File: config.mk
export PLATFORM = sky130hd
export DESIGN_NAME = bus_strobe_seq
export DESIGN_NICKNAME = d
export VERILOG_FILES = /design/src/rtl/bus_strobe_seq.sv
export SDC_FILE = /design/constraint.sdc
export NUM_CORES = 1
export LEC_CHECK = 0
export BUFFER_PORTS_ARGS = -buffer_cell sky130_fd_sc_hd__buf_2
export CAP_MARGIN = 5
export CORE_AREA = 5 5 42 44
export CTS_BUF_LIST = sky130_fd_sc_hd__clkbuf_16
export CTS_CLUSTER_SIZE = 24
export DETAILED_ROUTE_END_ITERATION = 7
export DIE_AREA = 0 0 47 49
export PLACE_DENSITY = 0.67
export SYNTH_ARGS = -nofsm -noshare
export SYNTH_HDL_FRONTEND = slang
export SYNTH_SLANG_ARGS = --single-unit
export TNS_END_PERCENT = 100
File: constraint.sdc
create_clock -name clk -period 2.2 [get_ports clk]
set_input_delay 0 -clock clk [delete_from_list [all_inputs] [get_ports clk]]
set_output_delay 0 -clock clk [all_outputs]
set_load 0.05 [all_outputs]
File: src/rtl/bus_strobe_seq.sv
module bus_strobe_seq (
  input  logic       clk,
  input  logic       rst,
  input  logic       ext_exec,
  input  logic       data_cyc,
  input  logic       table_rd,
  input  logic       ale_off,
  output logic       ale_o,
  output logic       psen_n_o,
  output logic [3:0] phase_o
);
  localparam logic [3:0] LAST = 4'd11;

  logic [3:0] ph;
  logic c_ext, c_dat, c_tab, c_off;

  always_ff @(posedge clk) begin
    if (rst) begin
      ph    <= 4'd0;
      c_ext <= 1'b0;
      c_dat <= 1'b0;
      c_tab <= 1'b0;
      c_off <= 1'b0;
    end else begin
      ph <= (ph == LAST) ? 4'd0 : ph + 4'd1;
      if (ph == LAST) begin
        c_ext <= ext_exec;
        c_dat <= data_cyc;
        c_tab <= table_rd;
        c_off <= ale_off;
      end
    end
  end

  logic win_a, win_b, ale_gate, fetch_win;
  assign win_a     = (ph == 4'd1) || (ph == 4'd2);
  assign win_b     = (ph == 4'd7) || (ph == 4'd8);
  assign ale_gate  = !c_off || c_ext || c_dat || c_tab;
  assign fetch_win = (ph >= 4'd3 && ph <= 4'd5) || (ph >= 4'd9);

  assign ale_o    = !rst && ale_gate && (win_a || (win_b && !c_dat));
  assign psen_n_o = rst || !(c_ext && !c_dat && fetch_win);
  assign phase_o  = ph;

  assert_phase_wrap_R1: assert property (@(posedge clk) disable iff (rst)
    (ph == LAST) |=> (ph == 4'd0));
  assert_phase_step_R1: assert property (@(posedge clk) disable iff (rst)
    (ph != LAST) |=> (ph == $past(ph) + 4'd1));
  assert_ale_width_R3: assert property (@(posedge clk) disable iff (rst)
    $rose(ale_o) |=> ale_o);
  assert_ale_drop_R3: assert property (@(posedge clk) disable iff (rst)
    (ale_o && $past(ale_o)) |=> !ale_o);
  assert_psen_width_R5: assert property (@(posedge clk) disable iff (rst)
    $fell(psen_n_o) |=> !psen_n_o);
  assert_psen_end_R5: assert property (@(posedge clk) disable iff (rst)
    (!psen_n_o && !$past(psen_n_o) && !$past(psen_n_o, 2)) |=> psen_n_o);
  assert_no_overlap_R5: assert property (@(posedge clk) disable iff (rst)
    !(ale_o && !psen_n_o));
  assert_data_no_psen_R6: assert property (@(posedge clk) disable iff (rst)
    c_dat |-> psen_n_o);
  assert_flags_hold_R10: assert property (@(posedge clk) disable iff (rst)
    (ph != 4'd0) |-> $stable({c_ext, c_dat, c_tab, c_off}));
endmodule

# Word level (Yosys, flattened, before mapping)
# Index checks and enable logic that the tools add are counted.
[word_totals]
regBits = 8
input_bits = 6
out_inout_bits = 6
[op_classes]
n_eq_ne = 5
add_sub_neg = 1
reduce_logical = 19
magnitude_cmp = 3
[ops]
columns = ["op", "count"]
rows = [
  ["== test 4 bit (second input constant)", 2],
  ["logical OR 1 bit", 8],
  ["logical AND 1 bit", 6],
  ["adder 4 x 1 -> 4 bit (second input constant)", 1],
  ["== test 4 x 1 -> 1 bit (second input constant)", 1],
  ["== test 4 x 2 -> 1 bit (second input constant)", 1],
  ["== test 4 x 3 -> 1 bit (second input constant)", 1],
  [">= comparator 4 x 2 -> 1 bit (second input constant)", 1],
  [">= comparator 4 bit (second input constant)", 1],
  ["<= comparator 4 x 3 -> 1 bit (second input constant)", 1],
  ["zero test 1 bit", 4],
  ["OR reduction 2 bit", 1],
]

# Longest topological paths before layout
# Gate-level depths: netlist of run 1.
[depth]
word_depth = 6
ltp_mapped = 5

# Worst setup path before layout of run 1
# OpenSTA, ideal clock, no wires.
[synth_timing]
path_type = "register -> output"
start = "register ph[0] (netlist: phase_o[0])"
end = "output port ale_o"
stages_incl_launch_ff = 5
arrival_time_ns = 2.087
setup_slack_ns = 0.113
path_buffers = 0
cell_sequence = "dfxtp_1 -> ha_1 -> nor4bb_1 -> a31oi_1 -> a211oi_2"
[synth_via]
elab_chain_len = 5
elab_cells_between_ends = 9
cone_classes = "4 x eq/ne; 5 x reduce/logical"
[synth_rtl]
columns = ["item", "line_no", "source"]
rows = [
  ["start: declaration", "14", "logic [3:0] ph;"],
  ["start signal: assignment", "25", "ph <= (ph == LAST) ? 4'd0 : ph + 4'd1;"],
  ["== test 4 x 3 -> 1 bit or == test 4 bit (tied branches)", "37", "assign win_b = (ph == 4'd7) || (ph == 4'd8);"],
  ["logical OR 1 bit", "37", ""],
  ["logical AND 1 bit", "41", "assign ale_o = !rst && ale_gate && (win_a || (win_b && !c_dat));"],
  ["logical OR 1 bit (*)", "41", ""],
  ["logical AND 1 bit (*)", "41", ""],
  ["end: declaration", "8", "output logic ale_o,"],
]
# Mark *: on every way between the ends. The rest lies on a longest branch, timed or not.

# Worst setup path in the final report of run 1
# Ends and elaborated chain as after synthesis.

==> qor.csv, run 1 <==
stage;metric;value;unit
timing;final hold violations;0;
placed_design;DP HPWL;722;um
worst_setup_path;CP required;2.20;ns
worst_setup_path;CP endpoint;ale_o;
worst_setup_path;RR Startpoint;phase_o[0];
grt;Overflow after GRT;0;
drt;DRT antenna net count;0;
clock_tree;total CTS buffers;3;
timing;Rel. slew slack;76.8;%
die;I/O pin cnt;12;
logic_synthesis;Post-Syn Nets;62;
drt;Total Routed Length;975;um
timing;Final Cycle Share;83.1;%
placed_design;routability cong.;0.774;
drt;Vias per Instance;4.86;
cells_and_area;Antenna Cells;0;
grt;met1 usage;12.8;%
timing;Tmin final;1.83;ns
timing;Total Neg Setup Slack;0;ns
clock_tree;clk sinks;8;
clock_tree;Setup Buffers After CTS;0;
logic_synthesis;Top FF cell, synth;dfxtp_1;
timing;RSZ-0062 raised after global routing;false;
clock_tree;clk slew on worst S/H paths;0.04;ns
drt;wire length per cell;12.3;um
grt;largest net degree at the start of global routing;13;
status;status;finished clean;
timing;Slew Viols, Final;0;
logic_synthesis;fraction of registers with async set/reset;0;%
logic_synthesis;Mean Syn Cell Area;9.42;um^2
die;Die Y-Extent;49;um
die;FP Rows;14;
timing;max frequency;0.547;GHz
worst_setup_path;startpoint types;flip-flop;
logic_synthesis;sequential area share after synthesis;33.3;%
clock_tree;CTS tree;built;
clock_tree;worst-skew pair later-pin latency;0.23;ns
cells_and_area;area grow syn2layout;27.9;%
logic_synthesis;number of library cell types mapped by synthesis;21;
clock_tree;Resize count post-CTS;0;
grt;first-pass GRT wire length;1660;um
logic_synthesis;Yosys reg bits;8;
cells_and_area;layout cells sized above 1;27.0;%
worst_setup_path;Worst R2R End;c_tab;
placed_design;IO buf count;11;
timing;hold_ws;0.00173;ns
pwr;maximum VDD drop;0.000482;V
worst_setup_path;Crit. End Element;primary output;
worst_setup_path;Setup CP Type;reg -> out;
logic_synthesis;synthesized area;480;um^2
clock_tree;worst-case clock buffer depth;2;
timing;final-report setup violation count;0;
worst_setup_path;R2R Setup Slk;0.91;ns
cells_and_area;Final nets;76;
worst_setup_path;Crit Path Max Fanout;6;
grt;grt met3 use;4.80;%
clock_tree;Root Driver;clkbuf_16;
drt;vias;384;
logic_synthesis;Mapped Cells;51;
cells_and_area;Layout Utilization;43.8;%
die;Die W;47;um
timing;Final Skew;0.000656;ns
cells_and_area;design area;614;um^2
run;max-cap violations;0;
worst_setup_path;Crit. Startpoint;phase_o[0];
worst_setup_path;Worst Reg-to-Reg Cells;4;
die;Die Area;2300;um^2
logic_synthesis;EDFF count, synth;0;
worst_setup_path;Worst Path Arrival;1.83;ns
pwr;P_leak;0.285;nW
clock_tree;htree depth;1;
placed_design;area of placed instances;529;um^2
grt;vias in the first global route;379;
timing;Worst Tran Pin Value;0.343;ns
die;initial core utilization;34.3;%
drt;DRC;0;
grt;layer with the highest usage;met2;
logic_synthesis;Syn. warnings;0;
pwr;Power Density;867;nW/um^2
grt;Tot GR Track Use;10.4;%
grt;initial antenna violation count;0;
drt;TritonRoute pass-1 iters;4;
worst_hold_path;Min-Delay Path Class;in -> reg;
grt;met2 global-route usage;13.3;%
pwr;Pwr Total;0.533;mW
die;Core Footprint;1400;um^2
drt;1st-iter DRT viols;4;
registers in the layout, indices dropped and copies added, names as in the netlist:
signal   flops
c_ext        1
phase_o      4
c_off        1
c_tab        1
c_dat        1
synthesized netlist by cell type, types with 2 or more instances:
master	count	area share, %
a21oi_1	2	2.1
buf_6	2	4.7
a31oi_1	2	2.6
ha_1	5	13
and3b_1	2	3.6
dfxtp_1	8	33
nor2_1	9	7.0
inv_1	4	3.1
mux2i_1	4	8.3
nor3b_1	2	3.1
worst max-delay path, cell delays in order, from the launching register on:
cell	delay [ns]
dfxtp_1	0.41
ha_1	0.26
nor4bb_1	0.33
a31oi_1	0.09
a211oi_2	0.22
buf_2	0.28
layout make-up:
type / count / area [um^2]
clock buffers: 3 / 75.1
fillers: 147 / 787
inverters: 4 / 15.0
multi-input cells: 36 / 279
flip-flops and latches: 8 / 160
well taps: 16 / 20.0
repair buffers: 12 / 65.1
cell families after synthesis:
family,share of synthesized area (%)
AND/OR/NAND/NOR,22.7
multiplexers,8.33
AO/OA/AOI/OAI,14.1
adder cells (fa/ha/maj),13.0
flip-flops,33.3
buffers and inverters,8.59
through the flow:
step / setup WS (ns) / cells
final: 0.372 / 79
after global routing: 0.227 / 79
after CTS: 0.369 / 79
after detailed placement: 0.624 / 75
after global placement: 0.702 / 75
after floorplan: 0.113 / 51
repair_timing:
action / in CTS / in global routing
endpoints found under the hold margin: 1 / 0
setup endpoints to repair: 0 / 0
hold buffers: 1 / 0
cell usage in the layout, fill, tap and decap left out, types with 2 or more instances in the layout:
master	instances
a31oi_1	2
inv_1	4
mux2i_1	4
clkbuf_16	3
nor2_1	9
buf_2	11
nor3b_1	2
dfxtp_1	8
a21oi_1	2
ha_1	5
and3b_1	2
routing by layer:
layer | up-vias | part of all wire (%) | routed length (um)
met3 | 5 | 6.5 | 63
met5 | - | 0 | 0
met1 | 164 | 44 | 429
li1 | 204 | - | -
met4 | 0 | 3.8 | 37
met2 | 11 | 46 | 444
power breakdown:
group / total (mW) / internal [mW] / switching [mW] / leakage, nW
registers: 0.158 / 0.151 / 0.00781 / 0.0651
clock network: 0.310 / 0.235 / 0.0754 / 0.0370
logic: 0.0643 / 0.0209 / 0.0434 / 0.183
total: 0.533 / 0.406 / 0.127 / 0.285
worst min-delay path by stage:
stage	startpoint	depth (start not counted)	endpoint	slack, ns
finish	ext_exec	3	c_ext	0.002
global route	ale_off	3	c_off	0.02
CTS	ext_exec	3	c_ext	0.005
detailed placement	data_cyc	3	c_dat	0.24
global placement	data_cyc	3	c_dat	0.23
floorplan	data_cyc	2	c_dat	0.14
Power figures use the tool's default switching activity.
==> run 2: changes to the inputs <==
- ABC_AREA: unset -> 1
- PLACE_DENSITY: 0.67 -> 0.66
- clock period: 2.2 -> 1.75 ns (I/O delays scaled with it)
==> run 2 against run 1 <==
Effect of this change:
- synthesized cell count rose by 22%
- global-route usage grew 0.45 points
- worst setup slack worse by 0.19 ns
- sequential power rose by 27%
- critical endpoint unchanged
==> qor.csv, run 2 <==
stage;metric;value;unit;change
logic_synthesis;Yosys top cell area share;33.7;%;+0.35 points
timing;Rel. slew slack;76.7;%;-0.078 points
timing;Worst Tran Pin Value;0.345;ns;+0.00235 ns
run;max-cap violations;0;;unchanged
drt;Total Routed Length;953;um;-2.3%
worst_setup_path;startpoint types;flip-flop;;
drt;wire length per cell;10.1;um;-18%
logic_synthesis;Synth top cells by count;nor2_1 (12), dfxtp_1 (8);;
clock_tree;Root Driver;clkbuf_16;;
grt;first-pass GRT wire length;1760;um;+5.8%
cells_and_area;layout cells sized above 1;34.6;%;+7.6 points
logic_synthesis;Post-Syn Nets;73;;+18%
drt;DRT antenna net count;0;;unchanged
pwr;Power Density;1030;nW/um^2;+19%
logic_synthesis;Mapped Cells;62;;+22%
worst_setup_path;Worst Path Arrival;1.57;ns;-0.26 ns
clock_tree;Resize count post-CTS;0;;unchanged
drt;TritonRoute pass-1 iters;4;;unchanged
timing;RSZ-0062 raised after global routing;false;;
die;Core Footprint;1400;um^2;unchanged
die;Die Area;2300;um^2;unchanged
placed_design;DP Cell Count;89;;+19%
worst_setup_path;Crit. End Element;primary output;;
drt;Vias per Instance;4.69;;-3.5%
cells_and_area;most common cell after layout, fill and taps aside;nor2_1;;
clock_tree;clk slew on worst S/H paths;0.04;ns;about the same
logic_synthesis;Yosys reg bits;8;;unchanged
cells_and_area;fin cells;94;;+19%
clock_tree;clk sinks;8;;unchanged
grt;initial antenna violation count;0;;unchanged
placed_design;area of placed instances;563;um^2;+6.4%
cells_and_area;# fillers;153;;+4.1%
cells_and_area;Largest register FFs;4;;unchanged
worst_setup_path;Crit Path Max Fanout;6;;unchanged
logic_synthesis;number of library cell types mapped by synthesis;20;;-4.8%
cells_and_area;Antenna Cells;0;;unchanged
cells_and_area;most frequent cells in the layout;nor2_1 (12), buf_2 (11), dfxtp_1 (7);;
clock_tree;CTS tree;built;;
clock_tree;worst-case clock buffer depth;2;;unchanged
timing;max frequency;0.639;GHz;
worst_hold_path;worst hold stages;3;;unchanged
clock_tree;total CTS buffers;3;;unchanged
logic_synthesis;synth top area cells;dfxtp_1 (34%), ha_1 (13%), nor2_1 (9.5%), o21ai_0 (5.3%), nand2_4 (4.7%);;
timing;final hold violations;0;;unchanged
logic_synthesis;synthesized area;475;um^2;-1.0%
grt;largest net degree at the start of global routing;9;;-4
pwr;maximum VDD drop;0.000591;V;+23%
die;I/O pin cnt;12;;unchanged
timing;Total Neg Setup Slack;0;ns;unchanged
die;initial core utilization;33.9;%;-0.36 points
die;Die W;47;um;unchanged
worst_setup_path;CP required;1.75;ns;-0.45 ns
logic_synthesis;Top FF cell, synth;dfxtp_1;;
clock_tree;htree depth;1;;unchanged
cells_and_area;design area;658;um^2;+7.1%
logic_synthesis;EDFF count, synth;0;;unchanged
logic_synthesis;fraction of registers with async set/reset;0;%;unchanged
timing;setup slack after layout;0.185;ns;-0.188 ns
grt;Overflow after GRT;0;;unchanged
cells_and_area;area grow syn2layout;38.4;%;
grt;Tot GR Track Use;10.9;%;+0.45 points
cells_and_area;Final nets;91;;+20%
die;Die Y-Extent;49;um;unchanged
timing;Slew Viols, Final;0;;unchanged
status;status;finished clean;;
drt;vias;441;;+15%
worst_hold_path;Min-Delay Path Class;in -> reg;;
worst_setup_path;Worst Reg-to-Reg Cells;6;;+2
placed_design;IO buf count;11;;unchanged
logic_synthesis;sequential area share after synthesis;33.7;%;+0.35 points
drt;1st-iter DRT viols;8;;+4
timing;hold_ws;0.000395;ns;-0.00133 ns
placed_design;DP Worst Slack;0.418;ns;-0.207 ns
clock_tree;worst-skew pair later-pin latency;0.23;ns;about the same
clock_tree;hold buffer count at CTS;2;;+1
grt;vias in the first global route;429;;+13%
pwr;P_leak;0.291;nW;+1.9%
timing;final-report setup violation count;0;;unchanged
placed_design;DP HPWL;711;um;-1.5%
timing;Final Cycle Share;89.5;%;
die;FP Rows;14;;unchanged
drt;DRC;0;;unchanged
logic_synthesis;Syn. warnings;0;;unchanged
clock_tree;Setup Buffers After CTS;0;;unchanged
logic_synthesis;post-synth top area cell;dfxtp_1;;
timing;Final Skew;0.00310;ns;+0.00244 ns
logic_synthesis;top-count cell post-synth;nor2_1;;
worst_setup_path;Setup CP Type;reg -> out;;
timing;Tmin final;1.57;ns;
logic_synthesis;Mean Syn Cell Area;7.67;um^2;-19%
placed_design;routability cong.;0.769;;-0.57%
[run 2: path summary, 6_finish.rpt]
kind | from | slack [ns] | to
setup / recovery | phase_o[1] | 0.18 | ale_o
hold / removal | table_rd | 0.0004 | c_tab
setup reg to reg | phase_o[1] | 0.53 | c_ext
hold reg to reg | phase_o[0] | 0.47 | phase_o[0]
[run 2: metal layers]
layer	share of wire, %	vias up	GRT usage, %
met5	0	-	0
met1	44	194	12.9
li1	-	233	-
met4	1.6	0	5.53
met2	46	10	14.9
met3	8.3	4	6.64
[run 2: critical path, stage by stage, from the launching register on]
cell and delay (ns):
dfxtp_1 0.40, inv_1 0.10, ha_1 0.21, o21ai_0 0.32, a21oi_4 0.08, buf_2 0.21
[run 2: kinds of logic (layout without fill, tap and decap cells)]
| logic type | Yosys count | after routing | synth area share, % |
|---|---|---|---|
| fa+ha+maj | 5 | 5 | 13.2 |
| flops | 8 | 8 | 33.7 |
| simple gates | 30 | 30 | 32.6 |
| buf+inv | 9 | 25 | 8.16 |
| compound gates | 10 | 10 | 12.4 |
[run 2: metrics by stage]
stage                     total power, mW  util [%]
after floorplan                     0.271         -
after global placement              0.292      40.2
after detailed placement            0.293      40.2
after CTS                           0.690      47.0
after global routing                0.709      47.0
final                               0.678      47.0
[run 2: final cells by class]
| class | count | area [um^2] | area share [%] |
|---|---|---|---|
| flip-flops and latches | 8 | 161 | 24.5 |
| repair buffers | 13 | 75.1 | 11.4 |
| well taps | 16 | 20.0 | 3.04 |
| inverters | 9 | 38.8 | 5.89 |
| clock buffers | 3 | 75.1 | 11.4 |
| multi-input cells | 45 | 288 | 43.7 |
[run 2: power by group]
part           internal [mW]  switching [mW]
clock network          0.295          0.0915
registers              0.190          0.0100
logic                 0.0309          0.0610
